`config.mk`:
```
export PLATFORM = sky130hd
export DESIGN_NAME = freq_flash_display
export DESIGN_NICKNAME = d
export VERILOG_FILES = /design/src/rtl/freq_flash_display.sv
export SDC_FILE = /design/constraint.sdc
export NUM_CORES = 1
export LEC_CHECK = 0
export BUFFER_PORTS_ARGS = -buffer_cell sky130_fd_sc_hd__buf_2
export CELL_PAD_IN_SITES_DETAIL_PLACEMENT = 1
export CELL_PAD_IN_SITES_GLOBAL_PLACEMENT = 2
export CORE_MARGIN = 3
export CORE_UTILIZATION = 29
export CTS_CLUSTER_DIAMETER = 50
export DETAILED_ROUTE_END_ITERATION = 12
export GPL_ROUTABILITY_DRIVEN = 0
export GPL_TIMING_DRIVEN = 1
export HOLD_SLACK_MARGIN = 0.05
export PLACE_DENSITY_LB_ADDON = 0.05
export REMOVE_ABC_BUFFERS = 1
export SYNTH_ARGS = -nofsm -noshare
export SYNTH_HDL_FRONTEND = slang
export SYNTH_SLANG_ARGS = --single-unit
```
`constraint.sdc`:
```
create_clock -name clk -period 2.52 [get_ports clk]
set_input_delay 0.126 -clock clk [delete_from_list [all_inputs] [get_ports clk]]
set_output_delay 0.126 -clock clk [all_outputs]
set_load 0.05 [all_outputs]
```
`src/rtl/freq_flash_display.sv`:
```
module freq_flash_display #(
  parameter int FIRST_MS   = 500,
  parameter int GAP_MS     = 100,
  parameter int NEXT_MS    = 300,
  parameter int REST_MS    = 5000,
  parameter int STEP_MS    = 500,
  parameter int SPEED_INIT = 3,
  parameter int WIDE_SPEED = 5
) (
  input  logic       clk,
  input  logic       rst_n,
  input  logic       ms_tick,
  input  logic [3:0] mhz_tens,
  input  logic [3:0] mhz_ones,
  input  logic [3:0] khz_hund,
  input  logic [3:0] khz_tens,
  input  logic [3:0] khz_ones,
  input  logic       up_btn,
  input  logic       down_btn,
  input  logic       speed_btn,
  output logic [6:0] seg,
  output logic       blank,
  output logic [2:0] speed
);
  localparam int M1   = (FIRST_MS > NEXT_MS) ? FIRST_MS : NEXT_MS;
  localparam int M2   = (M1 > GAP_MS) ? M1 : GAP_MS;
  localparam int MAXD = (M2 > REST_MS) ? M2 : REST_MS;
  localparam int CW   = $clog2(MAXD + 1);
  localparam int SW   = $clog2(STEP_MS + 1);

  typedef enum logic [2:0] {
    PH_D0, PH_G0, PH_D1, PH_G1, PH_D2, PH_REST, PH_HOLD, PH_SPEED
  } phase_t;

  phase_t        phase;
  logic [CW-1:0] cnt, dur_m1;
  logic [SW-1:0] scnt;
  logic [2:0]    speed_q;
  logic [3:0]    digit;
  logic          wide, tuning, stepping;

  assign tuning   = up_btn | down_btn;
  assign stepping = speed_btn & (up_btn ^ down_btn);
  assign wide     = speed_q >= 3'(WIDE_SPEED);
  assign speed    = speed_q;

  always_comb begin
    case (phase)
      PH_D0:   dur_m1 = CW'(FIRST_MS - 1);
      PH_D1,
      PH_D2:   dur_m1 = CW'(NEXT_MS - 1);
      PH_REST: dur_m1 = CW'(REST_MS - 1);
      default: dur_m1 = CW'(GAP_MS - 1);
    endcase
  end

  always_ff @(posedge clk) begin
    if (!rst_n) begin
      phase <= PH_D0;
      cnt   <= '0;
    end else if (speed_btn) begin
      phase <= PH_SPEED;
      cnt   <= '0;
    end else if (tuning) begin
      phase <= PH_HOLD;
      cnt   <= '0;
    end else if (phase == PH_HOLD || phase == PH_SPEED) begin
      phase <= PH_D0;
      cnt   <= '0;
    end else if (ms_tick) begin
      if (cnt == dur_m1) begin
        cnt   <= '0;
        phase <= (phase == PH_REST) ? PH_D0 : phase_t'(phase + 3'd1);
      end else begin
        cnt <= cnt + 1'b1;
      end
    end
  end

  always_ff @(posedge clk) begin
    if (!rst_n) begin
      speed_q <= 3'(SPEED_INIT);
      scnt    <= '0;
    end else if (!stepping) begin
      scnt <= '0;
    end else if (ms_tick) begin
      if (scnt == SW'(STEP_MS - 1)) begin
        scnt <= '0;
        if (up_btn && speed_q != 3'd6)   speed_q <= speed_q + 3'd1;
        if (down_btn && speed_q != 3'd1) speed_q <= speed_q - 3'd1;
      end else begin
        scnt <= scnt + 1'b1;
      end
    end
  end

  always_comb begin
    case (phase)
      PH_D0:    digit = wide ? mhz_tens : khz_hund;
      PH_D1:    digit = wide ? mhz_ones : khz_tens;
      PH_D2:    digit = wide ? khz_hund : khz_ones;
      PH_SPEED: digit = {1'b0, speed_q};
      default:  digit = 4'd0;
    endcase
  end

  assign blank = !(phase == PH_D0 || phase == PH_D1 || phase == PH_D2 || phase == PH_SPEED);

  always_comb begin
    seg = 7'h00;
    if (!blank) begin
      case (digit)
        4'd0: seg = 7'h3F;
        4'd1: seg = 7'h06;
        4'd2: seg = 7'h5B;
        4'd3: seg = 7'h4F;
        4'd4: seg = 7'h66;
        4'd5: seg = 7'h6D;
        4'd6: seg = 7'h7D;
        4'd7: seg = 7'h07;
        4'd8: seg = 7'h7F;
        4'd9: seg = 7'h6F;
        default: seg = 7'h00;
      endcase
    end
  end

  AST_SPEED_RANGE: assert property (@(posedge clk) disable iff (!rst_n)
    speed_q >= 3'd1 && speed_q <= 3'd6);
  AST_STEP_CAUSE: assert property (@(posedge clk) disable iff (!rst_n)
    !$stable(speed_q) |-> $past(speed_btn) && $past(up_btn ^ down_btn));
  AST_HOLD_DARK: assert property (@(posedge clk) disable iff (!rst_n)
    (tuning && !speed_btn) |=> blank);
  AST_RELEASE_RESTART: assert property (@(posedge clk) disable iff (!rst_n)
    (phase == PH_HOLD && !tuning && !speed_btn) |=> (phase == PH_D0 && cnt == '0));
  AST_TICK_FREEZE: assert property (@(posedge clk) disable iff (!rst_n)
    (!ms_tick && !tuning && !speed_btn && phase != PH_HOLD && phase != PH_SPEED)
      |=> ($stable(phase) && $stable(cnt)));
  AST_DARK_SEG: assert property (@(posedge clk) disable iff (!rst_n)
    blank |-> seg == 7'h00);
endmodule

```
==> results by group <==
Finish
  • Nets: 358
  • Layout cells sized above 1: 0.328
  • Multi-input gate area: 1510 um^2
  • Area Growth Syn to Fin: 33.9%
  • Reg area: 563 um^2
  • Ant diodes: 0
  • Fin area: 2790 um^2
  • Fin cells: 416
  • Fill cell count: 850

STA
  • Fin crit period: 2580 ps
  • FMAX: 387 MHz
  • Final period utilization: 1.02
  • Setup-failing EPs final: 3
  • Worst slew margin: 0.668
  • RSZ-0062 raised after global routing: yes
  • Final hold slack: 100 ps
  • Max Slew Vio Count: 0
  • Layout Skew: 4.65 ps
  • Worst-margin pin slew: 493 ps
  • PnR worst setup slack: -63.0 ps
  • Hold Vio Cnt, Final: 0

GRT
  • Vias in the first global route: 1970
  • Total global routing overflow: 0
  • Tot GR Track Use: 0.138
  • Largest net degree at the start of global routing: 17
  • Initial antenna violation count: 0
  • First-pass GRT wire length: 9.48 mm

Clock tree
  • TritonCTS clock tree: built
  • Max Root-Sink Buffers: 2
  • Hold Buf Count CTS: 0
  • CTS sink cnt: 28
  • Worst-Skew Late Latency: 280 ps
  • CTS root buf: clkbuf_8
  • TritonCTS Buffers: 3
  • Clk slew on worst S/H paths: 100 ps
  • Htree depth: 1

Synth
  • Synth top area cells: dfxtp_1, ha_1, xor2_1, nor2_1, xnor2_1
  • Post-synthesis sequential element count: 28
  • Ys flop type: dfxtp_1
  • Synth Area in Simple Gates: 0.272
  • Yosys top cell by area: dfxtp_1
  • Largest family of logic cells by synthesized area: simple AND/OR/NAND/NOR gates
  • Top cell types by occurrence after synthesis: nor2_1, dfxtp_1, nand2_1, inv_1, xor2_1
  • Area fraction in compound gates after synthesis: 0.185
  • Post-synth EDFFs: 0
  • Most frequent cell after synthesis: nor2_1
  • Adder-Cell Fraction of Synth Area: 0.0660
  • Share of the synthesized area in the top cell type: 0.269
  • Synth unique cells: 55
  • Synth Area in XOR/XNOR: 0.109
  • FFs w/ async S/R, synth: 0
  • Mapped Area: 2090 um^2
  • Mapped Cells: 259
  • Number of warnings issued by yosys: 0
  • Post-synthesis sequential area ratio: 0.269
  • Multiplexer share of the synthesized area: 0.0390
  • Synthesized area per cell: 8.05 um^2

Floorplan
  • Core box area: 6870 um^2
  • Die extent in x: 90.8 um
  • Initial core utilization: 0.304
  • Die H: 90.8 um
  • # rows: 30
  • I/O pins: 37
  • Die ar.: 8250 um^2

Critical path
  • CP Capture Type: output pin
  • Crit Path Max Fanout: 3
  • Worst setup SP type: flop
  • CP Data Arrival Time: 2460 ps
  • Crit path cell chain: inv_2, ha_4, o21a_1, a32oi_1, o211ai_1, a21oi_2, inv_2, ha_4, or3_4, a21bo_4, buf_8
  • Critical Setup Path Class: reg -> out
  • Max stage delay cell, worst path: or3_4
  • Data required time of the critical path: 2390 ps
  • Slowest stage delay, CP: 360 ps

Routing
  • Drc violations: 0
  • First DRT Iteration DRCs: 43
  • Post-DRT Antenna Nets: 0
  • Routed wire length: 5.65 mm
  • Detail-routed via count per cell: 4.78
  • DR WL/cell: 13.6 um
  • First-pass iteration count of the detailed router: 4
  • Via count: 1987

Pwr
  • Maximum vdd drop: 0.000172 V
  • Lkg Pwr: 0.00110 uW
  • Total power: 1260 uW
  • Power Density: 451 nW/um^2

Run
  • Max capacitance violation total: 0

Placement
  • Detailed placer's ending HPWL: 4.34 mm
  • Place WS: -69.0 ps
  • Placed cell areas: 2510 um^2
  • IO Port Bufs: 36
  • Inst Count DP: 405

Min path
  • Tightest Hold Check Type: in -> reg

Run status
  • Failing checks: negative setup slack
  • Status: complete, but fails checks
-- repair_timing --
action | in CTS | in global routing
setup buffers | 4 | 3
gates resized for setup | 27 | 14
endpoints found under the setup margin | 7 | 7
pin swaps | 7 | 11
-- area by class of cell --
type,instances,share of cell area
inverters,14,0.0188
clock inverters,1,0.0108
repair buffers,69,0.169
clock buffers,3,0.0148
well taps,96,0.0430
multi-input cells,205,0.542
flip-flops and latches,28,0.202
-- critical path: cells and delay by family (launching register included) --
kind	cells	cell delay, ps
buffers and inverters	3	260
AO/OA/AOI/OAI	5	900
adder cells (fa/ha/maj)	2	310
flip-flops	1	350
AND/OR/NAND/NOR	1	360
-- flip-flops by register name, summed over array words and instances, names as in the netlist --
signal	cells
scnt	9
phase	3
speed	3
cnt	13
-- metal layers --
metal  GRT usage  share of wire  wire length [um]  vias up
met5           0              0                 0        -
met4      0.0339         0.0062                35        0
met3      0.0233          0.035               196        2
met2       0.218           0.44              2500       30
met1       0.193           0.52              2920      915
li1            -              -                 -     1040
-- kinds of logic after synthesis --
family,after synthesis
xor gates and xnor gates,26
buffers and inverters,26
adders and majority gates,11
and+or+nand+nor,108
DFF,28
AOI/OAI and AO/OA,52
muxes,8
-- report_power, final --
group,total [uW],internal [uW],switching (uW)
logic,448,190,257
clock network,359,213,146
registers,452,447,5.21
-- layout by cell type (no fill, tap or decap), types with 9 or more instances in the layout --
master and instances:
xnor2_1 12, nand2_1 23, inv_1 11, buf_2 29
xor2_1 14, nor2_1 32, o211ai_1 9, dfxtp_1 26
buf_4 34, nand3_1 13
-- metrics by stage --
stage	setup TNS, ps	util
after floorplan	-5620	-
after global placement	0	0.365
after detailed placement	-102	0.365
after CTS	-348	0.394
after global routing	-1060	0.407
final	-136	0.407
-- worst paths after layout --
path / cells past startpoint / end / start / slack [ps]
worst min-delay path: 2 / speed[0]$_SDFFE_PN1P_ / rst_n / 100
worst max-delay path: 11 / seg[6] / speed[1]$_SDFFE_PN1P_ / -60
worst min register to register: 2 / cnt[1]$_SDFFE_PP0P_ / cnt[1]$_SDFFE_PP0P_ / 510
worst max register to register: 8 / phase[2]$_SDFFE_PN0P_ / phase[1]$_SDFFE_PN0P_ / 220
Power figures use the tool's default switching activity.
